$ cat config.mk
export PLATFORM = sky130hd
export DESIGN_NAME = sda_hold_setup_seq
export DESIGN_NICKNAME = d
export VERILOG_FILES = /design/src/rtl/sdas_pkg.sv /design/src/rtl/sdas_delay_line.sv /design/src/rtl/sdas_tick_gen.sv /design/src/rtl/sdas_fall_detect.sv /design/src/rtl/sda_hold_setup_seq.sv
export SDC_FILE = /design/constraint.sdc
export NUM_CORES = 1
export LEC_CHECK = 0
export ABC_CLOCK_PERIOD_IN_PS = 5600
export BUFFER_PORTS_ARGS = -buffer_cell sky130_fd_sc_hd__buf_4
export CORE_ASPECT_RATIO = 2
export CORE_MARGIN = 2
export CORE_UTILIZATION = 60
export DETAILED_ROUTE_END_ITERATION = 7
export GPL_TIMING_DRIVEN = 0
export PLACE_DENSITY = 0.83
export SLEW_MARGIN = 25
export SYNTH_ARGS = -nofsm -noshare
export SYNTH_HDL_FRONTEND = slang
export SYNTH_SLANG_ARGS = --single-unit
$ cat constraint.sdc
create_clock -name clk -period 5.6 [get_ports clk]
set_input_delay 0.56 -clock clk [delete_from_list [all_inputs] [get_ports clk]]
set_output_delay 0.56 -clock clk [all_outputs]
set_load 0.02 [all_outputs]
$ cat src/rtl/sdas_pkg.sv
package sdas_pkg;

    typedef enum logic [1:0] {
        ST_IDLE,
        ST_HOLD,
        ST_STRETCH,
        ST_SETUP
    } seq_state_t;

endpackage

$ cat src/rtl/sdas_delay_line.sv
// Tapped shift register: output is the input delayed by len clocks (0 = bypass).
module sdas_delay_line #(
    parameter int LEN_W = 4
) (
    input  logic             clk,
    input  logic             rst_n,
    input  logic             din,
    input  logic [LEN_W-1:0] len,
    output logic             dout
);
    localparam int DEPTH = (1 << LEN_W) - 1;

    logic stage_q [DEPTH];

    for (genvar i = 0; i < DEPTH; i++) begin : g_stage
        if (i == 0) begin : g_first
            always_ff @(posedge clk or negedge rst_n) begin
                if (!rst_n) stage_q[i] <= 1'b1;
                else        stage_q[i] <= din;
            end
        end else begin : g_rest
            always_ff @(posedge clk or negedge rst_n) begin
                if (!rst_n) stage_q[i] <= 1'b1;
                else        stage_q[i] <= stage_q[i-1];
            end
        end
    end

    always_comb begin
        if (len == '0) dout = din;
        else           dout = stage_q[len - 1'b1];
    end

endmodule

$ cat src/rtl/sdas_tick_gen.sv
// Divider producing one tick every (div+1) clocks, re-aligned by restart.
module sdas_tick_gen #(
    parameter int DIV_W = 4
) (
    input  logic             clk,
    input  logic             rst_n,
    input  logic             restart,
    input  logic [DIV_W-1:0] div,
    output logic             tick
);
    logic [DIV_W-1:0] cnt_q;

    assign tick = (cnt_q == div);

    always_ff @(posedge clk or negedge rst_n) begin
        if (!rst_n)       cnt_q <= '0;
        else if (restart) cnt_q <= '0;
        else if (tick)    cnt_q <= '0;
        else              cnt_q <= cnt_q + 1'b1;
    end

endmodule

$ cat src/rtl/sdas_fall_detect.sv
module sdas_fall_detect (
    input  logic clk,
    input  logic rst_n,
    input  logic lvl,
    output logic fall
);
    logic prev_q;

    always_ff @(posedge clk or negedge rst_n) begin
        if (!rst_n) prev_q <= 1'b1;
        else        prev_q <= lvl;
    end

    assign fall = prev_q & ~lvl;

endmodule

$ cat src/rtl/sda_hold_setup_seq.sv
module sda_hold_setup_seq
    import sdas_pkg::*;
#(
    parameter int TICK_W = 4,
    parameter int UNIT_W = 4,
    parameter int FILT_W = 4
) (
    input  logic              clk,
    input  logic              rst_n,
    input  logic              scl_in,
    input  logic              tx_valid,
    input  logic              tx_bit,
    input  logic [TICK_W-1:0] cfg_tick_div,
    input  logic [UNIT_W-1:0] cfg_hold_units,
    input  logic [UNIT_W-1:0] cfg_setup_units,
    input  logic [FILT_W-1:0] cfg_filt_len,
    input  logic              cfg_stretch_dis,
    output logic              sda_o,
    output logic              scl_low_o,
    output logic              stretch_o,
    output logic              underrun_o
);
    logic scl_filt;
    logic scl_fall;
    logic tick;
    logic restart;

    seq_state_t        state_q, state_d;
    logic [UNIT_W-1:0] units_q, units_d;
    logic              sda_q, sda_d;
    logic              und_q, und_d;

    sdas_delay_line #(.LEN_W(FILT_W)) u_filt (
        .clk  (clk),
        .rst_n(rst_n),
        .din  (scl_in),
        .len  (cfg_filt_len),
        .dout (scl_filt)
    );

    sdas_fall_detect u_fall (
        .clk  (clk),
        .rst_n(rst_n),
        .lvl  (scl_filt),
        .fall (scl_fall)
    );

    sdas_tick_gen #(.DIV_W(TICK_W)) u_tick (
        .clk    (clk),
        .rst_n  (rst_n),
        .restart(restart),
        .div    (cfg_tick_div),
        .tick   (tick)
    );

    // Next-state and datapath decisions
    always_comb begin
        state_d = state_q;
        units_d = units_q;
        sda_d   = sda_q;
        und_d   = 1'b0;
        restart = 1'b0;
        if (scl_fall) begin
            state_d = ST_HOLD;
            units_d = cfg_hold_units;
            restart = 1'b1;
        end else begin
            unique case (state_q)
                ST_IDLE: ;
                ST_HOLD: begin
                    if (scl_filt) begin
                        state_d = ST_IDLE;
                    end else if (units_q == '0) begin
                        if (cfg_stretch_dis) begin
                            sda_d   = tx_bit;
                            und_d   = ~tx_valid;
                            state_d = ST_IDLE;
                        end else if (tx_valid) begin
                            sda_d   = tx_bit;
                            state_d = ST_SETUP;
                            units_d = cfg_setup_units;
                            restart = 1'b1;
                        end else begin
                            state_d = ST_STRETCH;
                        end
                    end else if (tick) begin
                        units_d = units_q - 1'b1;
                    end
                end
                ST_STRETCH: begin
                    if (scl_filt) begin
                        state_d = ST_IDLE;
                    end else if (tx_valid) begin
                        sda_d   = tx_bit;
                        state_d = ST_SETUP;
                        units_d = cfg_setup_units;
                        restart = 1'b1;
                    end
                end
                ST_SETUP: begin
                    if (tick) begin
                        if (units_q == '0) state_d = ST_IDLE;
                        else               units_d = units_q - 1'b1;
                    end
                end
                default: state_d = ST_IDLE;
            endcase
        end
    end

    // State register
    always_ff @(posedge clk or negedge rst_n) begin
        if (!rst_n) begin
            state_q <= ST_IDLE;
            units_q <= '0;
            sda_q   <= 1'b1;
            und_q   <= 1'b0;
        end else begin
            state_q <= state_d;
            units_q <= units_d;
            sda_q   <= sda_d;
            und_q   <= und_d;
        end
    end

    // Outputs
    always_comb begin
        sda_o      = sda_q;
        underrun_o = und_q;
        stretch_o  = (state_q == ST_STRETCH);
        scl_low_o  = (state_q == ST_STRETCH) || (state_q == ST_SETUP);
    end

endmodule

Word-level counts from Yosys, hierarchy flattened
Cells that the tools add are included.
Word-level totals
  flip-flop bits (word level): 28
  output and inout bits: 4
  logic and storage cells: 98
Operators by class
  add/subtract/negate cells: 3
  magnitude comparators: 1
  equality and inequality tests: 16
  mux-type cells: 44
  bitwise operators: 5
  reductions and logical operators: 8
Operator list (number)
  $mux 4: 11
  $mux 1: 20
  $mux 2: 8
  $ne 3x3->1 const B: 5
  $pmux 4 s3: 1
  $reduce_and 5->1: 2
  $logic_not 4->1: 2
  $ne 4x4->1 const B: 2
  $sub 4x1->4 const B: 2
  $reduce_and 7->1: 1
  $ne 2x2->1 const B: 3
  $pmux 2 s3: 1
  $ge 5x5->1 const B: 1
  $not 4->5: 1
  $add 4x1->4 const B: 1
  $bmux 1 s4: 1
  $eq 2x2->1 const B: 2
  $eq 4x4->1: 1
  $ne 4x2->1 const B: 1
  $ne 4x3->1 const B: 1
  $pmux 1 s2: 2
  $reduce_bool 4->1: 1
  $not 1->1: 3
  $eq 2x1->1 const B: 1
  3 further kinds: 3

Logic depth before layout (Yosys ltp)
  depth after elaboration: 10
  gate-level depth with buffers: 10

Modules after synthesis
From an unflattened synthesis, not the netlist that was laid out.
Second synthesis, totals
  cells, all modules: 143
  area, all modules: 1612.8 sq um
Modules (own cells, without submodules)
  sda_hold_setup_seq: instances 1, cells each 86, area each 737.0 sq um, sequential area each 201.4 sq um
  sdas_delay_line: instances 1, cells each 38, area each 621.8 sq um, sequential area each 394.1 sq um
  sdas_tick_gen: instances 1, cells each 17, area each 214.0 sq um, sequential area each 100.1 sq um
  sdas_fall_detect: instances 1, cells each 2, area each 40.0 sq um, sequential area each 26.3 sq um

Worst setup path before layout
Ideal clock, no wire load.
  path type: input to register
  start point: input port cfg_filt_len[0]
  end point: register units_q[0]
  library setup time: 0.128 ns
  arrival time: 2.452 ns
  setup slack: 3.020 ns
  cell stages on the path: 9
  path buffers: 1
  path through: buf_6 > inv_1 > ha_1 > mux4_2 > or2_1 > a32o_2 > nor3_2 > o2bb2ai_2 > mux2_1
Between the ends
  cells in the longest elaborated chain, start to end: 10
RTL lines
  from (decl): RTL line sda_hold_setup_seq.sv:16  | input logic [FILT_W-1:0] cfg_filt_len,
  $sub 4x1->4: RTL line sdas_delay_line.sv:31  | else dout = stage_q[len - 1'b1];
  $not 4->5 (not written as such): RTL line sdas_delay_line.sv:31
  $bmux 1 s4: RTL line sdas_delay_line.sv:31
  $mux 1 (not written as such) (2 in series): RTL line sdas_delay_line.sv:31
  $mux 1 (*): RTL line sdas_delay_line.sv:30  | if (len == '0) dout = din;
  $not 1->1: RTL line sdas_fall_detect.sv:14  | assign fall = prev_q & ~lvl;
  $and 1x1->1: RTL line sdas_fall_detect.sv:14
  $ne 4x4->1 (no line) (tied with other cells)
  $reduce_and 7->1 (no line)
  to (signal assigned): RTL line sda_hold_setup_seq.sv:120  | units_q <= units_d;
  to (decl): RTL line sda_hold_setup_seq.sv:29  | logic [UNIT_W-1:0] units_q, units_d;
Mark *: on every way between the ends. The rest lies on a longest branch, timed or not. The select of a mux whose other input is x is not followed.
A chain may end at the register's enable or synchronous reset.

Worst setup path after layout
  start point: register units_q[0]
  end point: register units_q[2]
Between the ends
  cells in the longest elaborated chain, start to end: 6
RTL lines
  $sub 4x1->4: RTL line sda_hold_setup_seq.sv:87, sda_hold_setup_seq.sv:103
  $mux 4: RTL line sda_hold_setup_seq.sv:86  | end else if (tick) begin
  $mux 4: RTL line sda_hold_setup_seq.sv:73  | end else if (units_q == '0) begin
  $mux 4: RTL line sda_hold_setup_seq.sv:71  | if (scl_filt) begin
  $pmux 4 s3: RTL line sda_hold_setup_seq.sv:68  | unique case (state_q)
  $mux 4: RTL line sda_hold_setup_seq.sv:63  | if (scl_fall) begin
Several ways; a longest one is shown, not always the timed one. The select of a mux whose other input is x is not followed.

==> metrics.txt <==
setup violators final=0; Setup Skew=0.00207 ns; final hold slack=0.184 ns; largest net degree at the start of global routing=29; Hold Vio Cnt, Final=0; pins over their slew limit=0; mux cell area share after synthesis=9.31%; total negative slack=0 ns; antenna cells=0; maxcap violations=0; Tot Pwr=905 uW; Syn Inst Count=162; P_sw=356 uW; Flop pwr share=34.2%; gr ovfl total=0; Post-Route WL=4320 um; Clock Tree Root=clkbuf_8; crit path kind=reg2reg; initial DRC count=60; Post-CTS Setup Repair Bufs=0; Worst-Margin Slew=0.792 ns; initial antenna violation count=0; worst min path class=in2async; sequential area share after synthesis=41.6%; adder-cell share of the synthesized area=5.77%; first-pass GRT wire length=7090 um; Post-Synth Simple-Gate Area=15.9%; CTS tree=yes; worst skew pair latency=0.27 ns; Req. time, crit path=5.76 ns; P_leak=0.893 nW; Die Area=3360 um^2; TritonCTS Buffers=3; syn avg cell area=10.7 um^2; row cnt=27; Tmin final=2.71 ns; Worst EP arrival=2.87 ns; Die Y=80.0 um; DR vias=1476; synth warn=0; Critical Path End Type=flop; EDFF count, synth=0; hold buffer count at CTS=0; P per Cell Area=449 nW/um^2; core area=2740 um^2; clk buf depth=2; Synth async-reset ratio=100%; Clock Pin Slew Worst Setup and Hold Paths=0.09 ns; drt pass-1 iters=4; Synth Net Count=192; hpwl dp=3240 um; Area growth, synth to finish=16.2%; post_cts resized=0; Sw Ratio=39.3%; FMAX=369 MHz; Residual DRC=0; count of different cell masters after synthesis=55; Die Span X=42.0 um; Internal=549 uW; Ports=26; worst IR drop on VDD=0.312 mV; xor and xnor area share after synthesis=4.04%; Yosys top cell by area=dfstp_2; main combinational cell family by area after synthesis=compound AO/OA/AOI/OAI gates; share of the synthesized area in the top cell type=25.8%; Synth Area in Compound Gates=18.3%; count of input and output buffers=23; total track usage=28.0%; layout cells sized above 1=33.3%; # clock sinks=28; Routed WL per cell=19.8 um; vias in the first global route=1577; combinational share of power=49.0%; crit-path max FO=6; Post-Syn Area=1730 um^2; outcome=completed; final worst path period share=48.4%; Antenna Violating Nets Remaining=0; GPL Wtd Cong=0.901; startpoint class of the critical path=flop; Synth area leaders=dfstp_2 26%, dfrtp_1 16%, ha_1 5.8%; register bit count reported by yosys=28; Final #Nets=220; Initial Util=63.4%; RSZ-0062 raised after global routing=false; Rel. slew slack=46.4%; H-tree level count=1; Synth Flop Type=dfstp_2; Via density=6.77; Clock power frac=16.9%
[path summary, 6_finish.rpt]
path | from | end | slack [ns] | cells past startpoint
setup / recovery | units_q[0] | units_q[2] | 2.89 | 9
hold / removal | rst_n | u_tick.cnt_q[1] | 0.18 | 1
setup reg to reg | units_q[0] | units_q[2] | 2.89 | 9
hold reg to reg | u_filt.stage_q[8] | u_filt.stage_q[7] | 0.37 | 0
max in group asynchronous | rst_n | u_filt.stage_q[0] | 5.12 | 1
min in group clk | u_filt.stage_q[8] | u_filt.stage_q[7] | 0.37 | 0
[worst max-delay path: stages, from the launching register on]
cell and delay (ns):
dfrtp_1 0.46, inv_1 0.11, ha_1 0.22, or4b_2 0.62
clkbuf_1 0.19, a31oi_1 0.19, a31oi_1 0.08, a311oi_1 0.32
a32oi_1 0.10, mux2_1 0.32
[stage by stage]
stage / area [um^2] / utilization, % / setup WS, ns / cells
after detailed placement: 1940 / 71.0 / 2.79 / 214
after global routing: 2010 / 73.6 / 2.73 / 218
final: 2010 / 73.6 / 2.89 / 218
after floorplan: 1730 / - / 3.02 / 162
after global placement: 1940 / 71.0 / 2.87 / 214
after CTS: 2010 / 73.6 / 2.89 / 218
[cell usage in the layout (no fill, tap or decap), drive strengths merged, types with 3 or more instances in the layout]
master	count
nor2	16
mux2i	3
a31oi	4
o21ai	6
ha	8
mux4	3
or2	3
buf	24
nand3	4
nor4	3
mux2	5
xor2	7
inv	15
a32oi	5
nor3	4
nand2	5
dfstp	17
dfrtp	11
nand3b	3
clkbuf	8
a211oi	4
[logic make-up after synthesis]
family | count (synthesis)
DFF | 28
xor gates and xnor gates | 8
and+or+nand+nor | 49
adders and majority gates | 8
buffers and inverters | 21
muxes | 11
AOI/OAI and AO/OA | 37
[cells in the mapped netlist (3+ instances only)]
cell type / n
dfstp_2: 17
nor2_1: 16
inv_1: 14
dfrtp_1: 11
ha_1: 8
xor2_1: 7
clkbuf_1: 5
nand2_1: 5
o21ai_0: 5
a211oi_1: 4
a31oi_1: 4
a32oi_1: 4
mux2_1: 4
mux2i_1: 3
nand3_1: 3
nand3b_1: 3
nor3_1: 3
[power by group through the flow]
stage | Sequential [mW] | Combinational [mW] | Clock, mW
after CTS | 0.308 | 0.438 | 0.157
after global routing | 0.314 | 0.488 | 0.163
after floorplan | 0.300 | 0.319 | 0
after detailed placement | 0.312 | 0.430 | 0
after global placement | 0.309 | 0.409 | 0
final | 0.309 | 0.443 | 0.153
[sequential cells by signal, indices dropped and copies added (netlist names)]
register,count
u_fall.prev_q,1
underrun_o,1
u_filt.stage_q,15
units_q,4
sda_o,1
u_tick.cnt_q,4
state_q,2
[area by class of cell]
cell class,instances,area (um^2)
fill,204,722
sequential,28,722
multi-input combinational,113,926
clock inverter,1,30.0
tap,29,36.3
timing repair buffer,23,173
clock buffer,3,41.3
inverter,15,56.3
buffer,6,30.0
[routing by layer]
metal	global-route usage [%]	vias up	part of all wire (%)
li1	-	659	-
met1	26.4	710	34
met2	53.8	76	55
met3	2.49	31	4.3
met4	20.0	0	6.9
met5	0	-	0
Note: power is estimated with default switching activity, not from simulation.
